File: src/rtl/nmi_trap_unit.sv
module nmi_trap_unit #(
  parameter int XLEN = 32,
  parameter int NLINES = 8,
  parameter logic [XLEN-1:0] IRQ_VEC = 'h1000,
  parameter logic [XLEN-1:0] EXC_VEC = 'h1000,
  parameter bit ALLOW_COMPRESSED = 1'b0
) (
  input  logic              clk,
  input  logic              rst_n,
  input  logic              feat_en,
  input  logic [NLINES-1:0] nmi_req,
  input  logic [XLEN-1:0]   cur_pc,
  input  logic [1:0]        cur_priv,
  input  logic              exc_valid,
  input  logic              retire_valid,
  input  logic [31:0]       retire_insn,
  input  logic              csr_valid,
  input  logic              csr_we,
  input  logic [11:0]       csr_addr,
  input  logic [XLEN-1:0]   csr_wdata,
  output logic [XLEN-1:0]   csr_rdata,
  output logic              csr_illegal,
  output logic              redir_valid,
  output logic [XLEN-1:0]   redir_pc,
  output logic [1:0]        redir_priv,
  output logic              irq_block,
  output logic              exc_nodeleg,
  output logic              ret_illegal,
  output logic              ret_misaligned
);

  localparam int IDXW = (NLINES > 1) ? $clog2(NLINES) : 1;
  localparam logic [31:0] RET_WORD = 32'h7020_0073;
  localparam logic [1:0]  PRIV_M = 2'b11;
  localparam logic [11:0] A_SCRATCH = 12'h350;
  localparam logic [11:0] A_EPC = 12'h351;
  localparam logic [11:0] A_CAUSE = 12'h352;
  localparam logic [11:0] A_STATUS = 12'h353;
  localparam int MPP_LO = 11;

  logic [NLINES-1:0] pend_q;
  logic              en_q;
  logic [XLEN-1:0]   scratch_q, epc_q, cause_q;
  logic [1:0]        mpp_q;
  logic [IDXW-1:0]   low_idx;
  logic [XLEN-1:0]   status_view;

  always_comb begin
    low_idx = '0;
    for (int i = NLINES - 1; i >= 0; i--)
      if (pend_q[i]) low_idx = IDXW'(i);
  end

  assign status_view = XLEN'({mpp_q, {MPP_LO{1'b0}}});

  wire is_ret    = retire_valid && (retire_insn == RET_WORD);
  wire ret_seen  = is_ret && !exc_valid;
  wire ret_legal = feat_en && ret_seen && (cur_priv == PRIV_M);
  wire ret_bad   = ret_legal && !ALLOW_COMPRESSED && (epc_q[1:0] != 2'b00);
  wire ret_go    = ret_legal && !ret_bad;
  wire exc_nmi   = feat_en && exc_valid && !en_q;
  wire take_nmi  = feat_en && en_q && (|pend_q) && !exc_valid && !is_ret;
  wire csr_hit   = csr_valid && (csr_addr[11:2] == A_SCRATCH[11:2]);
  wire csr_wr    = csr_hit && csr_we && feat_en;

  assign csr_illegal    = csr_hit && !feat_en;
  assign ret_illegal    = ret_seen && !ret_legal;
  assign ret_misaligned = ret_bad;
  assign exc_nodeleg    = exc_nmi;
  assign irq_block      = feat_en && !en_q;
  assign redir_valid    = exc_nmi || ret_go || take_nmi;

  always_comb begin
    redir_pc   = '0;
    redir_priv = PRIV_M;
    if (exc_nmi) begin
      redir_pc = EXC_VEC;
    end else if (ret_go) begin
      redir_pc   = epc_q;
      redir_priv = mpp_q;
    end else if (take_nmi) begin
      redir_pc = IRQ_VEC;
    end
  end

  always_comb begin
    csr_rdata = '0;
    if (csr_hit && feat_en) begin
      case (csr_addr)
        A_SCRATCH: csr_rdata = scratch_q;
        A_EPC:     csr_rdata = epc_q;
        A_CAUSE:   csr_rdata = cause_q;
        A_STATUS:  csr_rdata = status_view;
        default:   csr_rdata = '0;
      endcase
    end
  end

  always_ff @(posedge clk) begin
    if (!rst_n) begin
      pend_q    <= '0;
      en_q      <= 1'b1;
      scratch_q <= '0;
      epc_q     <= '0;
      cause_q   <= '0;
      mpp_q     <= '0;
    end else begin
      pend_q <= nmi_req;
      if (take_nmi) begin
        en_q    <= 1'b0;
        epc_q   <= cur_pc;
        cause_q <= XLEN'(low_idx);
        mpp_q   <= cur_priv;
      end else begin
        if (ret_go) en_q <= 1'b1;
        if (csr_wr) begin
          case (csr_addr)
            A_SCRATCH: scratch_q <= csr_wdata;
            A_EPC:     epc_q     <= csr_wdata;
            A_CAUSE:   cause_q   <= csr_wdata;
            A_STATUS:  mpp_q     <= csr_wdata[MPP_LO+1:MPP_LO];
            default:   ;
          endcase
        end
      end
    end
  end

  a_r2_entry_clears_enable: assert property (@(posedge clk) disable iff (!rst_n)
    take_nmi |=> !en_q);
  a_r2_entry_saves_pc: assert property (@(posedge clk) disable iff (!rst_n)
    take_nmi |=> epc_q == $past(cur_pc));
  a_r3_entry_single_pulse: assert property (@(posedge clk) disable iff (!rst_n)
    take_nmi |=> !take_nmi);
  a_r4_exc_to_nmi_vector: assert property (@(posedge clk) disable iff (!rst_n)
    exc_nmi |-> redir_valid && redir_pc == EXC_VEC && redir_priv == PRIV_M);
  a_r8_illegal_ret_keeps_enable: assert property (@(posedge clk) disable iff (!rst_n)
    ret_illegal && !take_nmi |=> en_q == $past(en_q));
  a_r10_return_rearms: assert property (@(posedge clk) disable iff (!rst_n)
    ret_go |=> en_q);

endmodule

File: config.mk
export PLATFORM = sky130hd
export DESIGN_NAME = nmi_trap_unit
export DESIGN_NICKNAME = d
export VERILOG_FILES = /design/src/rtl/nmi_trap_unit.sv
export SDC_FILE = /design/constraint.sdc
export NUM_CORES = 1
export LEC_CHECK = 0
export BUFFER_PORTS_ARGS = -buffer_cell sky130_fd_sc_hd__clkbuf_2
export CORE_ASPECT_RATIO = 1.5
export CORE_MARGIN = 2
export CORE_UTILIZATION = 39
export CTS_BUF_LIST = sky130_fd_sc_hd__clkbuf_8
export CTS_CLUSTER_SIZE = 10
export DETAILED_ROUTE_END_ITERATION = 6
export GPL_ROUTABILITY_DRIVEN = 0
export MAX_ROUTING_LAYER = met4
export PLACE_DENSITY = 0.63
export SLEW_MARGIN = 40
export SYNTH_ARGS = -nofsm -noshare
export SYNTH_HDL_FRONTEND = slang
export SYNTH_SLANG_ARGS = --single-unit
File: constraint.sdc
create_clock -name clk -period 3.6 [get_ports clk]
set_clock_uncertainty 0.05 [all_clocks]
set_input_delay 0.9 -clock clk [delete_from_list [all_inputs] [get_ports clk]]
set_output_delay 0.9 -clock clk [all_outputs]
set_load 0.005 [all_outputs]
==> summary.txt <==
Run status
  – Status: completed

Clock tree
  – CTS max path bufs: 2
  – Depth of the CTS H-tree: 3
  – # clock sinks: 107
  – Clk root buf: clkbuf_8
  – CTS Hold Buffers Added: 0
  – Clk Latency, worst-skew pair: 0.36 ns
  – CTS Buf Count: 9
  – CTS tree: yes
  – Clock transition at path regs: 0.08 ns

Detailed routing
  – Drt wl/cell: 18.10 um
  – Via count: 5529
  – Overall routed net length: 17.72 mm
  – Post-route ant nets: 0
  – Drt pass-1 iters: 5
  – DR DRC count: 0
  – Starting DRC count in detailed routing: 390
  – Via/cell ratio: 5.648

Synth
  – Asr flop ratio synth: 0
  – Syn avg cell area: 8.411 sq um
  – Main flop type after synthesis: dfxtp_1
  – Cell area after synthesis: 5416 sq um
  – Post-synth cell types: 47
  – Post-synthesis sequential area ratio: 0.3955
  – Ys Warns: 0
  – Post-synth EDFFs: 0
  – Mapped Cells: 644
  – Synth Register Bits: 107

Placed design
  – Dpl hpwl: 12.42 mm
  – Setup WS pre-CTS: 0.1184 ns
  – IO Port Bufs: 194

Hold path
  – Hold Crit Class: reg -> reg
  – Start point of the worst hold path: cause_q[13]$_SDFFE_PP0P_
  – Worst hold stages: 2
  – Hold Path End: cause_q[13]$_SDFFE_PP0P_

Worst setup path
  – Reg2Reg Setup Slack: 1.06 ns
  – Largest fanout on the critical path: 19
  – CP required: 2.65 ns
  – RR Endpoint: cause_q[27]$_SDFFE_PP0P_
  – Setup Crit Path Kind: in -> out
  – Startpoint Class: primary input
  – Worst r2r src: pend_q[0]$_SDFF_PN0_
  – Reg2Reg Depth: 7
  – Arrival @ worst endpoint: 2.52 ns
  – Critical path endpoint category: output pin

Die
  – Die Wd: 100.2 um
  – I/O Pins: 197
  – Die span in y: 148.3 um
  – # rows: 52
  – Die area: 14870 sq um
  – Starting Density: 0.4002
  – Core Box Area: 13530 sq um

STA
  – Final Hold Slack: 0.4084 ns
  – Fmax achieved: 287.9 MHz
  – Slew HR: 0.4717
  – Max-slew violation count: 0
  – Slew of the pin with the lowest slew margin: 0.7901 ns
  – Setup slack after layout: 0.1263 ns
  – Setup violators final: 0
  – Final Hold Viols: 0
  – Fin crit share: 0.9649
  – Final min period: 3.474 ns

Flow run
  – Max Cap Viol: 0

Power and ir drop
  – Pwr Total: 2.177 mW
  – VDD IR max: 0.1582 mV
  – Leakage: 2.626 nW
  – Cell Pwr Density: 322.5 nW/um^2

Global route
  – Initial antenna violation count: 0
  – First-pass GRT wire length: 27.65 mm
  – GRT overflow: 0
  – Vias in the first global route: 5594
  – Total Routing Usage GR: 0.2387
  – Largest net degree at the start of global routing: 58

Finish
  – Area grow syn2layout: 24.65%
  – Share of layout cells above drive strength 1: 0.3084
  – Fill count: 1329
  – # diodes: 0
  – Final #Nets: 938
  – Commonest non-fill, non-tap cells in the layout: clkbuf_2, nand2_1, dfxtp_1
  – Commonest non-fill, non-tap cell in the layout: clkbuf_2
==> cells in the mapped netlist (2+ instances only) <==
cell | instances | area share
nand2_1 | 130 | 0.090
a21oi_1 | 64 | 0.059
or3_1 | 3 | 0.0035
o211ai_1 | 2 | 0.0028
nor4_1 | 5 | 0.0058
nand3_1 | 4 | 0.0037
a211oi_1 | 4 | 0.0055
and3_1 | 2 | 0.0023
nor3b_1 | 2 | 0.0028
buf_2 | 7 | 0.0065
nor4b_1 | 2 | 0.0032
mux2_2 | 4 | 0.0083
nor2b_1 | 3 | 0.0035
mux2i_1 | 66 | 0.12
o21ai_1 | 2 | 0.0018
o21ai_0 | 2 | 0.0018
and4b_1 | 2 | 0.0037
inv_1 | 3 | 0.0021
buf_12 | 3 | 0.011
a22oi_1 | 2 | 0.0028
clkbuf_1 | 41 | 0.028
buf_4 | 9 | 0.012
o31ai_1 | 32 | 0.044
dfxtp_1 | 107 | 0.40
a222oi_1 | 30 | 0.055
nand4_1 | 6 | 0.0069
nor3_1 | 6 | 0.0055
nand2b_1 | 4 | 0.0046
nor2_1 | 39 | 0.027
nor4bb_1 | 3 | 0.0055
and2_1 | 39 | 0.045
==> stage by stage <==
step / cells / utilization / instance area [sq um] / TNS [ns]
after CTS: 978 / 0.4974 / 6731 / 0
after global routing: 979 / 0.4989 / 6751 / -0.01494
final: 979 / 0.4989 / 6751 / 0
after global placement: 963 / 0.4842 / 6553 / 0
after floorplan: 645 / - / 5420 / 0
after detailed placement: 963 / 0.4842 / 6553 / 0
==> kinds of logic after synthesis <==
| family | after synthesis | synth area share |
|---|---|---|
| AO/OA/AOI/OAI | 143 | 0.1811 |
| multiplexers | 70 | 0.1303 |
| AND/OR/NAND/NOR | 259 | 0.2298 |
| flip-flops | 107 | 0.3955 |
| buffers and inverters | 64 | 0.06260 |
| other | 1 | 0.0006923 |
==> state kept, by name, indices dropped and copies added (netlist names) <==
name,count
cause_q,32
en_q,1
scratch_q,32
pend_q,8
epc_q,32
mpp_q,2
==> report_power, final <==
group | switching (mW) | internal (mW)
clock | 0.384 | 0.301
combinational | 0.134 | 0.112
sequential | 0.0279 | 1.22
==> final cells by class <==
| cell class | count | area [sq um] | share of cell area |
|---|---|---|---|
| clock buffer | 12 | 165.2 | 0.02446 |
| clock inverter | 3 | 13.76 | 0.002039 |
| tap | 162 | 202.7 | 0.03002 |
| sequential | 107 | 2142 | 0.3173 |
| multi-input combinational | 474 | 2988 | 0.4426 |
| timing repair buffer | 218 | 1229 | 0.1820 |
| inverter | 3 | 11.26 | 0.001668 |
==> worst max-delay path by stage <==
| stage | startpoint | end | slack (ns) |
|---|---|---|---|
| after floorplan | csr_addr[3] | csr_rdata[10] | 0.23 |
| after global placement | retire_insn[23] | ret_misaligned | 0.14 |
| after detailed placement | retire_insn[18] | ret_misaligned | 0.12 |
| after CTS | csr_addr[3] | csr_rdata[5] | 0.11 |
| after global routing | retire_insn[17] | ret_misaligned | -0.01 |
| final | csr_addr[3] | csr_rdata[5] | 0.13 |
==> timing repair <==
| item | 4_1_cts | 5_1_grt |
|---|---|---|
| setup endpoints to repair | 0 | 1 |
| buffers inserted | 0 | 1 |
| resized for setup | 0 | 2 |
| endpoints found under the hold margin | 0 | 0 |
==> critical path: stages <==
cell and delay (ns):
clkbuf_2 0.09, nor4b_2 0.31, nand3_1 0.29, nor3_2 0.18, buf_4 0.17, buf_12 0.16
a222oi_1 0.10, nor2_1 0.17, clkbuf_2 0.15
==> metal layers <==
metal / GRT usage / share of wire / vias to the layer above
li1: - / - / 2644
met1: 0.2614 / 0.40 / 2651
met2: 0.4419 / 0.54 / 206
met3: 0.02632 / 0.048 / 28
met4: 0.08082 / 0.019 / 0
met5: - / 0 / -
Power figures use the tool's default switching activity.
